$ cat src/rtl/dmc_pkg.sv
package dmc_pkg;
   typedef enum logic [2:0] {
      ST_IDLE,
      ST_ROW,
      ST_COL,
      ST_REF,
      ST_PRE
   } dmc_state_e;
endpackage

$ cat src/rtl/dmc_refresh.sv
module dmc_refresh #(
   parameter int ROW_W      = 11,
   parameter int REF_PERIOD = 1000
) (
   input  logic             clk,
   input  logic             rst_n,
   input  logic             ref_ack,
   input  logic             ref_done,
   output logic             ref_pending,
   output logic [ROW_W-1:0] ref_row
);
   localparam int TW = (REF_PERIOD > 1) ? $clog2(REF_PERIOD) : 1;

   initial begin
      assert (REF_PERIOD >= 1) else $error("REF_PERIOD must be at least 1");
      assert (ROW_W >= 1) else $error("ROW_W must be at least 1");
   end

   logic expire;

   generate
      if (REF_PERIOD == 1) begin : g_always
         assign expire = 1'b1;
      end else begin : g_timer
         logic [TW-1:0] tmr;
         always_ff @(posedge clk or negedge rst_n) begin
            if (!rst_n)                          tmr <= '0;
            else if (tmr == TW'(REF_PERIOD - 1)) tmr <= '0;
            else                                 tmr <= tmr + 1'b1;
         end
         assign expire = (tmr == TW'(REF_PERIOD - 1));
      end
   endgenerate

   always_ff @(posedge clk or negedge rst_n) begin
      if (!rst_n) begin
         ref_pending <= 1'b0;
         ref_row     <= '0;
      end else begin
         if (ref_ack) ref_pending <= 1'b0;
         if (expire)  ref_pending <= 1'b1;
         if (ref_done) ref_row <= ref_row + 1'b1;
      end
   end

   // the refresh row only moves right after a finished refresh
   p_row_step_r7: assert property (@(posedge clk) disable iff (!rst_n)
      (ref_row != $past(ref_row)) |-> $past(ref_done));
endmodule

$ cat src/rtl/dmc_seq.sv
module dmc_seq
   import dmc_pkg::*;
#(
   parameter int ROW_W = 11,
   parameter int COL_W = 11,
   parameter int DQ_W  = 4,
   parameter int T_RCD = 2,
   parameter int T_CAS = 2,
   parameter int T_RP  = 2
) (
   input  logic                   clk,
   input  logic                   rst_n,
   input  logic                   req_valid,
   input  logic                   req_write,
   input  logic [ROW_W+COL_W-1:0] req_addr,
   input  logic [DQ_W-1:0]        req_wdata,
   output logic                   req_ready,
   input  logic                   ref_pending,
   output logic                   ref_ack,
   output logic                   ref_done,
   output logic                   rsp_valid,
   output logic [DQ_W-1:0]        rsp_rdata,
   output logic                   sel_ref,
   output logic                   sel_row,
   output logic [ROW_W-1:0]       lat_row,
   output logic [COL_W-1:0]       lat_col,
   output logic [DQ_W-1:0]        lat_wdata,
   output logic                   ras_n,
   output logic                   cas_n,
   output logic                   we_n,
   output logic                   oe_n,
   output logic                   dq_oe,
   input  logic [DQ_W-1:0]        dq_in
);
   localparam int TMAX = ((T_RCD + T_CAS) > T_RP) ? (T_RCD + T_CAS) : T_RP;
   localparam int CW   = $clog2(TMAX + 2);

   initial begin
      assert (T_RCD >= 1) else $error("T_RCD must be at least 1");
      assert (T_CAS >= 1) else $error("T_CAS must be at least 1");
      assert (T_RP  >= 1) else $error("T_RP must be at least 1");
   end

   dmc_state_e    state;
   logic [CW-1:0] cnt;
   logic          wr;
   logic          last;

   assign last = (cnt == '0);

   always_ff @(posedge clk or negedge rst_n) begin
      if (!rst_n) begin
         state     <= ST_IDLE;
         cnt       <= '0;
         wr        <= 1'b0;
         lat_row   <= '0;
         lat_col   <= '0;
         lat_wdata <= '0;
         rsp_valid <= 1'b0;
         rsp_rdata <= '0;
      end else begin
         rsp_valid <= 1'b0;
         unique case (state)
            ST_IDLE: begin
               if (ref_pending) begin
                  state <= ST_REF;
                  cnt   <= CW'(T_RCD + T_CAS - 1);
               end else if (req_valid) begin
                  state     <= ST_ROW;
                  cnt       <= CW'(T_RCD - 1);
                  wr        <= req_write;
                  lat_row   <= req_addr[ROW_W+COL_W-1:COL_W];
                  lat_col   <= req_addr[COL_W-1:0];
                  lat_wdata <= req_wdata;
               end
            end
            ST_ROW: begin
               if (last) begin
                  state <= ST_COL;
                  cnt   <= CW'(T_CAS - 1);
               end else cnt <= cnt - 1'b1;
            end
            ST_COL: begin
               if (last) begin
                  state <= ST_PRE;
                  cnt   <= CW'(T_RP - 1);
                  if (!wr) begin
                     rsp_valid <= 1'b1;
                     rsp_rdata <= dq_in;
                  end
               end else cnt <= cnt - 1'b1;
            end
            ST_REF: begin
               if (last) begin
                  state <= ST_PRE;
                  cnt   <= CW'(T_RP - 1);
               end else cnt <= cnt - 1'b1;
            end
            ST_PRE: begin
               if (last) state <= ST_IDLE;
               else      cnt   <= cnt - 1'b1;
            end
            default: state <= ST_IDLE;
         endcase
      end
   end

   assign req_ready = (state == ST_IDLE) && !ref_pending;
   assign ref_ack   = (state == ST_IDLE) && ref_pending;
   assign ref_done  = (state == ST_REF) && last;
   assign sel_ref   = (state == ST_REF);
   assign sel_row   = (state == ST_ROW);
   assign ras_n     = !((state == ST_ROW) || (state == ST_COL) || (state == ST_REF));
   assign cas_n     = (state != ST_COL);
   assign we_n      = !((state == ST_COL) && wr);
   assign oe_n      = !((state == ST_COL) && !wr);
   assign dq_oe     = (state == ST_COL) && wr;

   // Strobe-width counters kept for the timing properties below
   logic [CW-1:0] ras_lo_cnt, cas_lo_cnt, ras_hi_cnt;
   always_ff @(posedge clk or negedge rst_n) begin
      if (!rst_n) begin
         ras_lo_cnt <= '0;
         cas_lo_cnt <= '0;
         ras_hi_cnt <= CW'(TMAX + 1);
      end else begin
         ras_lo_cnt <= ras_n ? '0 : ((ras_lo_cnt == CW'(TMAX + 1)) ? ras_lo_cnt : ras_lo_cnt + 1'b1);
         cas_lo_cnt <= cas_n ? '0 : ((cas_lo_cnt == CW'(TMAX + 1)) ? cas_lo_cnt : cas_lo_cnt + 1'b1);
         ras_hi_cnt <= !ras_n ? '0 : ((ras_hi_cnt == CW'(TMAX + 1)) ? ras_hi_cnt : ras_hi_cnt + 1'b1);
      end
   end

   p_rcd_r2: assert property (@(posedge clk) disable iff (!rst_n)
      $fell(cas_n) |-> (ras_lo_cnt == CW'(T_RCD)));
   p_cas_width_r3: assert property (@(posedge clk) disable iff (!rst_n)
      $rose(cas_n) |-> (cas_lo_cnt == CW'(T_CAS)));
   p_precharge_r3: assert property (@(posedge clk) disable iff (!rst_n)
      $fell(ras_n) |-> (ras_hi_cnt >= CW'(T_RP)));
   p_rsp_pulse_r5: assert property (@(posedge clk) disable iff (!rst_n)
      rsp_valid |=> !rsp_valid);
endmodule

$ cat src/rtl/mux_dram_ctrl.sv
module mux_dram_ctrl #(
   parameter int ROW_W      = 11,
   parameter int COL_W      = 11,
   parameter int DQ_W       = 4,
   parameter int T_RCD      = 2,
   parameter int T_CAS      = 2,
   parameter int T_RP       = 2,
   parameter int REF_PERIOD = 1000,
   localparam int HAW       = ROW_W + COL_W,
   localparam int PAW       = (ROW_W > COL_W) ? ROW_W : COL_W
) (
   input  logic            clk,
   input  logic            rst_n,
   input  logic            req_valid,
   output logic            req_ready,
   input  logic            req_write,
   input  logic [HAW-1:0]  req_addr,
   input  logic [DQ_W-1:0] req_wdata,
   output logic            rsp_valid,
   output logic [DQ_W-1:0] rsp_rdata,
   output logic [PAW-1:0]  dram_addr,
   output logic            dram_ras_n,
   output logic            dram_cas_n,
   output logic            dram_we_n,
   output logic            dram_oe_n,
   output logic [DQ_W-1:0] dram_dq_out,
   output logic            dram_dq_oe,
   input  logic [DQ_W-1:0] dram_dq_in
);
   logic             ref_pending, ref_ack, ref_done;
   logic [ROW_W-1:0] ref_row, lat_row;
   logic [COL_W-1:0] lat_col;
   logic             sel_ref, sel_row;

   dmc_refresh #(.ROW_W(ROW_W), .REF_PERIOD(REF_PERIOD)) u_refresh (
      .clk(clk), .rst_n(rst_n), .ref_ack(ref_ack), .ref_done(ref_done),
      .ref_pending(ref_pending), .ref_row(ref_row));

   dmc_seq #(.ROW_W(ROW_W), .COL_W(COL_W), .DQ_W(DQ_W),
             .T_RCD(T_RCD), .T_CAS(T_CAS), .T_RP(T_RP)) u_seq (
      .clk(clk), .rst_n(rst_n),
      .req_valid(req_valid), .req_write(req_write), .req_addr(req_addr),
      .req_wdata(req_wdata), .req_ready(req_ready),
      .ref_pending(ref_pending), .ref_ack(ref_ack), .ref_done(ref_done),
      .rsp_valid(rsp_valid), .rsp_rdata(rsp_rdata),
      .sel_ref(sel_ref), .sel_row(sel_row),
      .lat_row(lat_row), .lat_col(lat_col), .lat_wdata(dram_dq_out),
      .ras_n(dram_ras_n), .cas_n(dram_cas_n), .we_n(dram_we_n),
      .oe_n(dram_oe_n), .dq_oe(dram_dq_oe), .dq_in(dram_dq_in));

   // Row/column/refresh multiplexer onto the shared pins
   always_comb begin
      if (sel_ref)      dram_addr = PAW'(ref_row);
      else if (sel_row) dram_addr = PAW'(lat_row);
      else              dram_addr = PAW'(lat_col);
   end

   // a request is only taken while no strobe cycle is open
   p_accept_idle_r8: assert property (@(posedge clk) disable iff (!rst_n)
      (req_valid && req_ready) |-> (dram_ras_n && dram_cas_n));
   // refresh owns the row strobe alone
   p_ref_no_cas_r6: assert property (@(posedge clk) disable iff (!rst_n)
      (ref_pending && !req_ready && dram_ras_n) |=> dram_cas_n);
endmodule

$ cat config.mk
export PLATFORM = sky130hd
export DESIGN_NAME = mux_dram_ctrl
export DESIGN_NICKNAME = d
export VERILOG_FILES = /design/src/rtl/dmc_pkg.sv /design/src/rtl/dmc_refresh.sv /design/src/rtl/dmc_seq.sv /design/src/rtl/mux_dram_ctrl.sv
export SDC_FILE = /design/constraint.sdc
export NUM_CORES = 1
export LEC_CHECK = 0
export BUFFER_PORTS_ARGS = -buffer_cell sky130_fd_sc_hd__clkbuf_2
export CORE_MARGIN = 3
export CORE_UTILIZATION = 49
export DETAILED_ROUTE_END_ITERATION = 10
export PLACE_DENSITY = 0.75
export SLEW_MARGIN = 40
export SYNTH_ARGS = -nofsm -noshare
export SYNTH_HDL_FRONTEND = slang
export SYNTH_SLANG_ARGS = --single-unit
export TNS_END_PERCENT = 100
$ cat constraint.sdc
create_clock -name clk -period 1.65 [get_ports clk]
set_input_delay 0.33 -clock clk [delete_from_list [all_inputs] [get_ports clk]]
set_output_delay 0.33 -clock clk [all_outputs]
set_load 0.01 [all_outputs]
==> results.sh, run 1 <==
export IMPL_whs_ns=-0.00951
export IMPL_crit_path_end_kind="flip-flop"
export IMPL_finalSetupViolCount=37
export IMPL_hpwl_um=4130
export IMPL_dr_pass1_iters=4
export IMPL_synthesis_area_um2=2980
export IMPL_dp_slack_ns=-0.0289
export IMPL_worstSkewPairLatency_ns=0.33
export IMPL_maxCapViolCount=0
export IMPL_synth_cell_type_count=43
export IMPL_critPathMaxFanout=4
export IMPL_cts_buffers=9
export IMPL_grt_pass1_vias=2145
export IMPL_cp_start_kind="flip-flop"
export IMPL_crit_type="flip-flop to flip-flop"
export IMPL_r2r_end="u_seq.cnt[2]$_DFFE_PN0P_"
export IMPL_worstMarginPinSlew_ns=0.435
export IMPL_status="finished, violations left"
export IMPL_fin_nets=378
export IMPL_totalWireLength_um=6970
export IMPL_ir_worst_vdd_mv=1.36
export IMPL_final_util=0.716
export IMPL_grt_usage=0.184
export IMPL_violations="negative hold slack, negative setup slack"
export IMPL_r2r_setup_slack_ns=-0.07
export IMPL_place_inst=385
export IMPL_cts_buffer_depth=2
export IMPL_leakagePower_nw=1.99
export IMPL_final_antenna_net_count=0
export IMPL_fin_skew_ns=0.00555
export IMPL_yosysWarnings=0
export IMPL_ctsHoldBuffers=0
export IMPL_postSynthCellCount=250
export IMPL_grt_max_degree=61
export IMPL_area_growth_synth_to_final_pct=36.6
export IMPL_cp_arrival_ns=1.93
export IMPL_ys_flop_type="dfrtp_1"
export IMPL_report_final_hold_viol_count=5
export IMPL_drc=0
export IMPL_io_buffers=59
export IMPL_period_share=1.04
export IMPL_hp_class="input pin to asynchronous set/reset pin"
export IMPL_start_util=0.524
export IMPL_synth_edf_count=0
export IMPL_avgSynthCellArea_um2=11.9
export IMPL_cts_root_buf="clkbuf_8"
export IMPL_fin_cells=417
export IMPL_clock_sinks=60
export IMPL_rr_worst_depth=6
export IMPL_drive_above_1_share=0.530
export IMPL_grt_setup_unrepaired="yes"
export IMPL_antenna_cells=0
export IMPL_synth_seq_cells=60
export IMPL_grt_overflow_total=0
export IMPL_drv_slew=0
export IMPL_fp_row_count=27
export IMPL_clk_pin_slew_ns=0.06
export IMPL_gp_congestion=0.801
export IMPL_h_tree_depth=3
export IMPL_critPathRequiredTime_ns=1.86
export IMPL_die_x_um=83.9
export IMPL_dr_first_iter_drc_count=88
export IMPL_via_per_inst=5.45
export IMPL_post_drt_wl_per_cell_um=16.7
export IMPL_r2r_start="u_seq.state[1]$_DFFE_PN0P_"
export IMPL_p_per_area_nw_per_um2=1930
export IMPL_die_h_um=83.9
export IMPL_final_setup_tns_ns=-1.33
export IMPL_async_flop_share=1.00
export IMPL_fmax_mhz=580
export IMPL_layout_setup_ws_ns=-0.0741
export IMPL_grt_pass1_wl_um=10400
export IMPL_tritoncts="built"
export IMPL_die_area_um2=7040
export IMPL_slew_headroom=0.709
export IMPL_period_needed_ns=1.72
export IMPL_antenna_found_initial=0
export IMPL_vias=2273
export IMPL_synth_nets=288
export IMPL_yosysSeqAreaShare=0.505
export IMPL_ios=60
export IMPL_core_area_um2=5680
==> kinds of logic (layout without fill, tap and decap cells) <==
| group | after synthesis | count (layout) | synth area share |
|---|---|---|---|
| adder cells (fa/ha/maj) | 5 | 5 | 0.0202 |
| AO/OA/AOI/OAI | 31 | 31 | 0.0707 |
| AND/OR/NAND/NOR | 73 | 73 | 0.134 |
| multiplexers | 44 | 44 | 0.187 |
| flip-flops | 60 | 60 | 0.505 |
| buffers and inverters | 21 | 116 | 0.0366 |
| XOR/XNOR | 16 | 16 | 0.0471 |
==> per-stage QoR <==
| stage | power (W) | area, um^2 |
|---|---|---|
| finish | 0.00783 | 4060 |
| global route | 0.00824 | 4060 |
| CTS | 0.00718 | 3820 |
| detailed placement | 0.00519 | 3450 |
| global placement | 0.00509 | 3450 |
| floorplan | 0.00423 | 2980 |
==> what timing repair did <==
item | CTS | global route
setup buffers | 6 | 6
endpoints found under the setup margin | 21 | 62
gates resized for setup | 27 | 50
pin swaps | 3 | 10
cloned | 1 | 3
==> flip-flops by register name (all words and copies together) (netlist names), 3 cells and up <==
register / count
u_seq.lat_col: 11
u_seq.rsp_rdata: 4
u_refresh.ref_row: 11
u_seq.lat_row: 11
u_seq.cnt: 3
u_seq.state: 3
u_seq.lat_wdata: 4
u_refresh.g_timer.tmr: 10
==> worst max-delay path, cell delays in order, from the launching register on <==
cell and delay, ns:
dfrtp_2 0.46, or2_4 0.30, buf_4 0.14, buf_6 0.11, maj3_2 0.30, a32oi_1 0.18
o21ai_1 0.11
==> cells in the mapped netlist (2+ instances only) <==
master,instances,share of area
xor2_1,8,0.024
mux2_2,13,0.049
a21oi_1,3,0.0050
buf_6,4,0.015
a31oi_1,2,0.0042
nand4_1,4,0.0084
clkbuf_1,7,0.0088
nor2b_1,3,0.0063
nor2_1,12,0.015
o21ai_0,16,0.027
inv_1,10,0.013
xnor2_1,8,0.024
and3_1,3,0.0063
mux2i_1,11,0.037
dfrtp_1,60,0.50
ha_1,4,0.017
nand2b_1,3,0.0063
nor3_1,6,0.010
nand2_1,23,0.029
mux2_4,20,0.10
nand3_1,8,0.013
==> power breakdown <==
group	total, W	internal [W]	switching (W)	leakage (nW)
Clock	0.00154	0.000975	0.000562	0.116
Combinational	0.00394	0.00219	0.00175	1.13
Sequential	0.00235	0.00198	0.000376	0.740
==> cells in the final DEF (no fill, tap or decap), types with 8 or more instances in the layout <==
master / Yosys / final
o21ai_2: 0 / 9
nor2_1: 12 / 12
mux2_2: 13 / 12
dfrtp_1: 60 / 58
xnor2_1: 8 / 8
buf_2: 0 / 12
buf_4: 0 / 17
nand2_1: 23 / 18
clkbuf_8: 0 / 12
mux2_4: 20 / 21
xor2_1: 8 / 8
clkbuf_2: 0 / 45
==> routing by layer <==
| layer | up-vias | GRT usage | part of all wire | wire length (um) |
|---|---|---|---|---|
| met5 | - | 0 | 0 | 0 |
| met4 | 0 | 0.0673 | 0.019 | 134 |
| li1 | 1062 | - | - | - |
| met1 | 1120 | 0.243 | 0.44 | 3050 |
| met2 | 77 | 0.286 | 0.49 | 3390 |
| met3 | 14 | 0.0553 | 0.058 | 404 |
==> area by class of cell <==
type                            count  area [um^2]
Clock inverter                      3         67.6
Fill cell                         399         1610
Inverter                           10         40.0
Timing Repair Buffer               90          689
Sequential cell                    60         1500
Clock buffer                       13          169
Multi-Input combinational cell    169         1500
Tap cell                           72         90.1
==> how the worst max path moves through the flow <==
stage / to / depth (start not counted) / startpoint
floorplan: u_seq.lat_col[0]$_DFFE_PN0P_ / 6 / u_seq.state[1]$_DFFE_PN0P_
global placement: u_seq.rsp_rdata[3]$_DFFE_PN0P_ / 5 / u_seq.cnt[0]$_DFFE_PN0P_
detailed placement: u_seq.rsp_rdata[3]$_DFFE_PN0P_ / 5 / u_seq.cnt[0]$_DFFE_PN0P_
CTS: dram_addr[1] / 6 / u_seq.state[0]$_DFFE_PN0P_
global route: u_seq.cnt[2]$_DFFE_PN0P_ / 6 / u_seq.state[1]$_DFFE_PN0P_
finish: u_seq.cnt[2]$_DFFE_PN0P_ / 6 / u_seq.state[1]$_DFFE_PN0P_
Note: power is estimated with default switching activity, not from simulation.
==> inputs of run 2 (changes only) <==
Settings changed: CORE_ASPECT_RATIO set to 0.7.
==> results.sh, run 2 (same netlist as run 1, synthesis figures left out) <==
export IMPL_status="finished, violations left"
export IMPL_violations="negative setup slack"
export IMPL_via_per_inst=5.31
export IMPL_maxCapViolCount=0
export IMPL_dr_pass1_iters=4
export IMPL_cts_buffer_depth=2
export IMPL_max_stage_delay_ns=0.40
export IMPL_leakagePower_nw=2.03
export IMPL_core_area_um2=5780
export IMPL_hp_class="input pin to flip-flop"
export IMPL_slew_headroom=0.725
export IMPL_post_drt_wl_per_cell_um=17.2
export IMPL_worstSkewPairLatency_ns=0.35
export IMPL_place_inst=388
export IMPL_total_power_w=0.00791
export IMPL_whs_ns=0.208
export IMPL_fin_nets=375
export IMPL_grt_overflow_total=0
export IMPL_largestRegisters="u_refresh.ref_row (11), u_seq.lat_col (11), u_seq.lat_row (11)"
export IMPL_cp_arrival_ns=1.44
export IMPL_hpwl_um=4080
export IMPL_ir_worst_vdd_mv=1.07
export IMPL_area_growth_synth_to_final_pct=39.0
export IMPL_vias=2216
export IMPL_fin_cells=417
export IMPL_layout_common_cells="dfrtp_1 (60), clkbuf_2 (45), mux2_4 (20)"
export IMPL_grt_pass1_vias=2222
export IMPL_period_share=1.07
export IMPL_grt_usage=0.205
export IMPL_totalWireLength_um=7150
export IMPL_p_per_area_nw_per_um2=1910
export IMPL_grt_pass1_wl_um=11000
export IMPL_final_antenna_net_count=0
export IMPL_drv_slew=0
export IMPL_die_x_um=99.1
export IMPL_period_needed_ns=1.77
export IMPL_grt_max_degree=61
export IMPL_die_area_um2=7060
export IMPL_tritoncts="built"
export IMPL_path_cells="buf_6 -> mux2i_4 -> o21ai_4 -> buf_2"
export IMPL_die_h_um=71.2
export IMPL_clk_pin_slew_ns=0.07
export IMPL_dr_first_iter_drc_count=120
export IMPL_fin_skew_ns=0.00846
export IMPL_clock_sinks=60
export IMPL_gp_congestion=0.829
export IMPL_layout_setup_ws_ns=-0.120
export IMPL_antenna_found_initial=0
export IMPL_start_util=0.514
export IMPL_layout_commonest_cell="dfrtp_1"
export IMPL_io_buffers=59
export IMPL_crit_path_end_kind="primary output"
export IMPL_antenna_cells=0
export IMPL_critPathMaxFanout=7
export IMPL_grt_setup_unrepaired="yes"
export IMPL_crit_path_top_delay_cell="dfrtp_1"
export IMPL_crit_type="flip-flop to primary output"
export IMPL_finalSetupViolCount=26
export IMPL_ios=60
export IMPL_cts_root_buf="clkbuf_8"
export IMPL_worstMarginPinSlew_ns=0.410
export IMPL_cp_start_kind="flip-flop"
export IMPL_drc=0
export IMPL_fp_row_count=23
export IMPL_report_final_hold_viol_count=0
export IMPL_drive_above_1_share=0.547
export IMPL_critPathRequiredTime_ns=1.32
export IMPL_cts_buffers=9
export IMPL_fmax_mhz=565
export IMPL_h_tree_depth=3
-- run 2: changes by cell type in the layout (fill, tap and decap cells not counted), moves of 3 or more --
cell       previous run  this run
buf_4                17        12
buf_6                 7        11
clkbuf_16             3         0
clkinv_2              0         4
mux2i_4               0         3
nand2_1              18        11
nand2_4               2         7
o21ai_1               3         0
-- run 2: metrics by stage --
step	utilization	area (um^2)	setup WS (ns)	TNS, ns
floorplan	-	2980	-0.00747	-0.149
global placement	0.598	3460	0.0486	0
detailed placement	0.598	3460	-0.0173	-0.0173
CTS	0.681	3940	-0.0922	-1.40
global route	0.715	4140	-0.208	-3.11
finish	0.715	4140	-0.120	-1.28
-- run 2: final timing paths --
kind	startpoint	cells after the start	slack, ns	endpoint
setup reg to reg	u_seq.state[2]$_DFFE_PN0P_	7	-0.01	u_seq.lat_row[8]$_DFFE_PN0P_
max in group asynchronous	rst_n	3	0.85	u_seq.lat_row[5]$_DFFE_PN0P_
setup / recovery	u_seq.state[1]$_DFFE_PN0P_	4	-0.12	dram_addr[1]
hold reg to reg	u_refresh.g_timer.tmr[0]$_DFF_PN0_	1	0.48	u_refresh.g_timer.tmr[0]$_DFF_PN0_
min in group asynchronous	rst_n	3	0.54	u_seq.wr$_DFFE_PN0P_
hold / removal	req_wdata[0]	2	0.21	u_seq.lat_wdata[0]$_DFFE_PN0P_
-- run 2: layout make-up --
type,instances,area (um^2)
clock inverter,5,50.0
tap,75,93.8
inverter,10,37.5
timing repair buffer,87,674
sequential,60,1500
fill,401,1650
multi-input combinational,169,1630
clock buffer,11,151
-- run 2: worst max-delay path: cells and delay by family (launching register included) --
family,cells,cell delay [ns]
AOI/OAI and AO/OA,1,0.07
buffers and inverters,2,0.33
DFF,1,0.40
muxes,1,0.28
-- run 2: metal layers --
layer,share of wire,track usage,up-vias
met1,0.45,0.282,1084
li1,-,-,1055
met3,0.064,0.0847,10
met4,0.015,0.0818,0
met2,0.47,0.288,67
met5,0,0,-
-- run 2: repair_timing --
item                                   CTS  global route
endpoints found under the hold margin   39             0
gates cloned                             3             0
resized for setup                       51            54
pin swaps                               12            12
hold buffers                             1             0
setup endpoints to repair               22            63
setup buffers                            8             1
-- run 2: where the power goes --
group / leakage [nW] / switching (W) / internal [W]
Sequential: 0.743 / 0.000432 / 0.00197
Combinational: 1.17 / 0.00185 / 0.00230
Clock: 0.109 / 0.000587 / 0.000768
Total: 2.03 / 0.00286 / 0.00504
==> inputs of run 3 (changes only) <==
Settings changed: CORE_UTILIZATION 49 to 25, PLACE_DENSITY 0.75 to unset.
Clock period 1.65 ns to 1.7 ns, I/O delays scaled along.
==> results.sh, run 3 (same netlist as run 1, synthesis figures left out) <==
export IMPL_leakagePower_nw=2.05
export IMPL_grt_usage=0.112
export IMPL_die_x_um=136
export IMPL_grt_overflow_total=0
export IMPL_r2r_start="u_seq.state[1]$_DFFE_PN0P_"
export IMPL_core_area_um2=11300
export IMPL_drive_above_1_share=0.547
export IMPL_largestRegisters="u_refresh.ref_row (11), u_seq.lat_col (11), u_seq.lat_row (11)"
export IMPL_slew_headroom=0.706
export IMPL_grt_pass1_vias=2260
export IMPL_seq_power_share=0.277
export IMPL_area_growth_synth_to_final_pct=46.8
export IMPL_worstMarginPinSlew_ns=0.441
export IMPL_drv_slew=0
export IMPL_io_buffers=59
export IMPL_antenna_cells=0
export IMPL_hp_class="input pin to flip-flop"
export IMPL_fillers=1098
export IMPL_hpwl_um=4640
export IMPL_gp_congestion=0.708
export IMPL_post_route_cell_area_um2=4370
export IMPL_total_power_w=0.00837
export IMPL_busiest_layer="met1"
export IMPL_dr_pass1_iters=4
export IMPL_layout_common_cells="dfrtp_1 (59), clkbuf_2 (44), mux2_4 (20)"
export IMPL_fp_row_count=32
export IMPL_start_util=0.264
export IMPL_switching_share=0.339
export IMPL_status="finished, violations left"
export IMPL_drc=0
export IMPL_grt_pass1_wl_um=11700
export IMPL_fin_skew_ns=0.00804
export IMPL_cts_buffers=9
export IMPL_met3_usage=0.0419
export IMPL_p_clk_frac=0.231
export IMPL_p_comb_frac=0.491
export IMPL_grt_setup_unrepaired="yes"
export IMPL_die_h_um=97.3
export IMPL_report_final_hold_viol_count=0
export IMPL_antenna_found_initial=0
export IMPL_worstSkewPairLatency_ns=0.33
export IMPL_grt_max_degree=28
export IMPL_period_share=1.04
export IMPL_fmax_mhz=567
export IMPL_cp_start_kind="flip-flop"
export IMPL_tritoncts="built"
export IMPL_cp_arrival_ns=1.42
export IMPL_crit_type="flip-flop to primary output"
export IMPL_h_tree_depth=3
export IMPL_holdCritStartpoint="req_addr[5]"
export IMPL_critPathRequiredTime_ns=1.36
export IMPL_clk_pin_slew_ns=0.05
export IMPL_cts_root_buf="clkbuf_16"
export IMPL_period_needed_ns=1.76
export IMPL_crit_path_end_kind="primary output"
export IMPL_maxCapViolCount=0
export IMPL_post_drt_wl_per_cell_um=15.2
export IMPL_multiInputGateArea_um2=1600
export IMPL_layout_commonest_cell="dfrtp_1"
export IMPL_violations="negative setup slack"
export IMPL_cts_buffer_depth=2
export IMPL_finalSetupViolCount=34
export IMPL_totalWireLength_um=7530
export IMPL_ir_worst_vdd_mv=0.676
export IMPL_internal_power_w=0.00553
export IMPL_vias=2239
export IMPL_ios=60
export IMPL_crit_start="u_seq.state[1]$_DFFE_PN0P_"
export IMPL_final_antenna_net_count=0
export IMPL_via_per_inst=4.52
export IMPL_use_met2=0.157
export IMPL_regArea_um2=1500
export IMPL_p_per_area_nw_per_um2=1920
export IMPL_die_area_um2=13300
export IMPL_dr_first_iter_drc_count=126
export IMPL_fin_nets=375
export IMPL_switchingPower_w=0.00284
export IMPL_clock_sinks=60
export IMPL_met1_usage=0.160
export IMPL_layout_setup_ws_ns=-0.0623
export IMPL_placed_cell_area_um2=3540
export IMPL_critPathMaxFanout=7
[run 3: cell types whose count changed in the layout (fill, tap and decap cells not counted), sizes merged]
cell	change
bufinv	+1
buf	-1
clkbuf	+2
clkinvlp	+1
clkinv	-3
[run 3: worst max-delay path: stages (launching register included)]
cell,delay [ns]
dfrtp_2,0.44
buf_12,0.16
mux2i_4,0.19
o21ai_4,0.18
buf_6,0.12
[run 3: final timing paths]
| check | cells past startpoint | endpoint | slack, ns |
|---|---|---|---|
| setup / recovery | 4 | dram_addr[1] | -0.06 |
| hold / removal | 2 | u_seq.lat_col[5]$_DFFE_PN0P_ | 0.24 |
| setup reg to reg | 6 | u_seq.lat_col[4]$_DFFE_PN0P_ | -0.03 |
| hold reg to reg | 1 | u_refresh.g_timer.tmr[0]$_DFF_PN0_ | 0.46 |
| max in group asynchronous | 3 | u_seq.state[1]$_DFFE_PN0P_ | 0.71 |
| min in group asynchronous | 2 | u_seq.rsp_rdata[3]$_DFFE_PN0P_ | 0.49 |
[run 3: layer usage]
| metal | routed length (um) | part of all wire |
|---|---|---|
| met3 | 585 | 0.078 |
| met4 | 102 | 0.014 |
| met2 | 3160 | 0.42 |
| met1 | 3680 | 0.49 |
| met5 | 0 | 0 |
[run 3: power by group through the flow]
stage | clock [W] | sequential (W) | combinational (W)
2_1_floorplan | 0 | 0.00221 | 0.00189
3_3_place_gp | 0 | 0.00223 | 0.00273
3_5_place_dp | 0 | 0.00226 | 0.00276
4_1_cts | 0.00198 | 0.00226 | 0.00365
5_1_grt | 0.00206 | 0.00239 | 0.00442
6_report | 0.00193 | 0.00232 | 0.00411
[run 3: timing repair]
| item | 4_1_cts | 5_1_grt |
|---|---|---|
| setup endpoints to repair | 18 | 61 |
| gates cloned | 3 | 3 |
| resized for setup | 49 | 51 |
| pin swaps | 14 | 6 |
| hold buffers | 1 | 0 |
| buffers inserted | 8 | 1 |
| hold endpoints to repair | 13 | 0 |
[run 3: layout make-up]
class | count | share of cell area
tap | 153 | 0.0438
inverter | 10 | 0.00860
multi-input combinational | 169 | 0.366
clock buffer | 12 | 0.0564
sequential | 60 | 0.344
timing repair buffer | 87 | 0.164
clock inverter | 4 | 0.0166
[run 3: metrics by stage]
stage | worst slack (ns) | util | instances | hold WS [ns] | setup TNS (ns)
CTS | -0.0274 | 0.366 | 492 | 0.236 | -0.202
finish | -0.0623 | 0.387 | 495 | 0.244 | -0.601
detailed placement | -0.00209 | 0.313 | 464 | 0.296 | -0.00209
global route | -0.0969 | 0.387 | 495 | 0.241 | -2.77
floorplan | 0.0393 | - | 250 | 0.0444 | 0
global placement | 0.0767 | 0.313 | 464 | 0.296 | 0
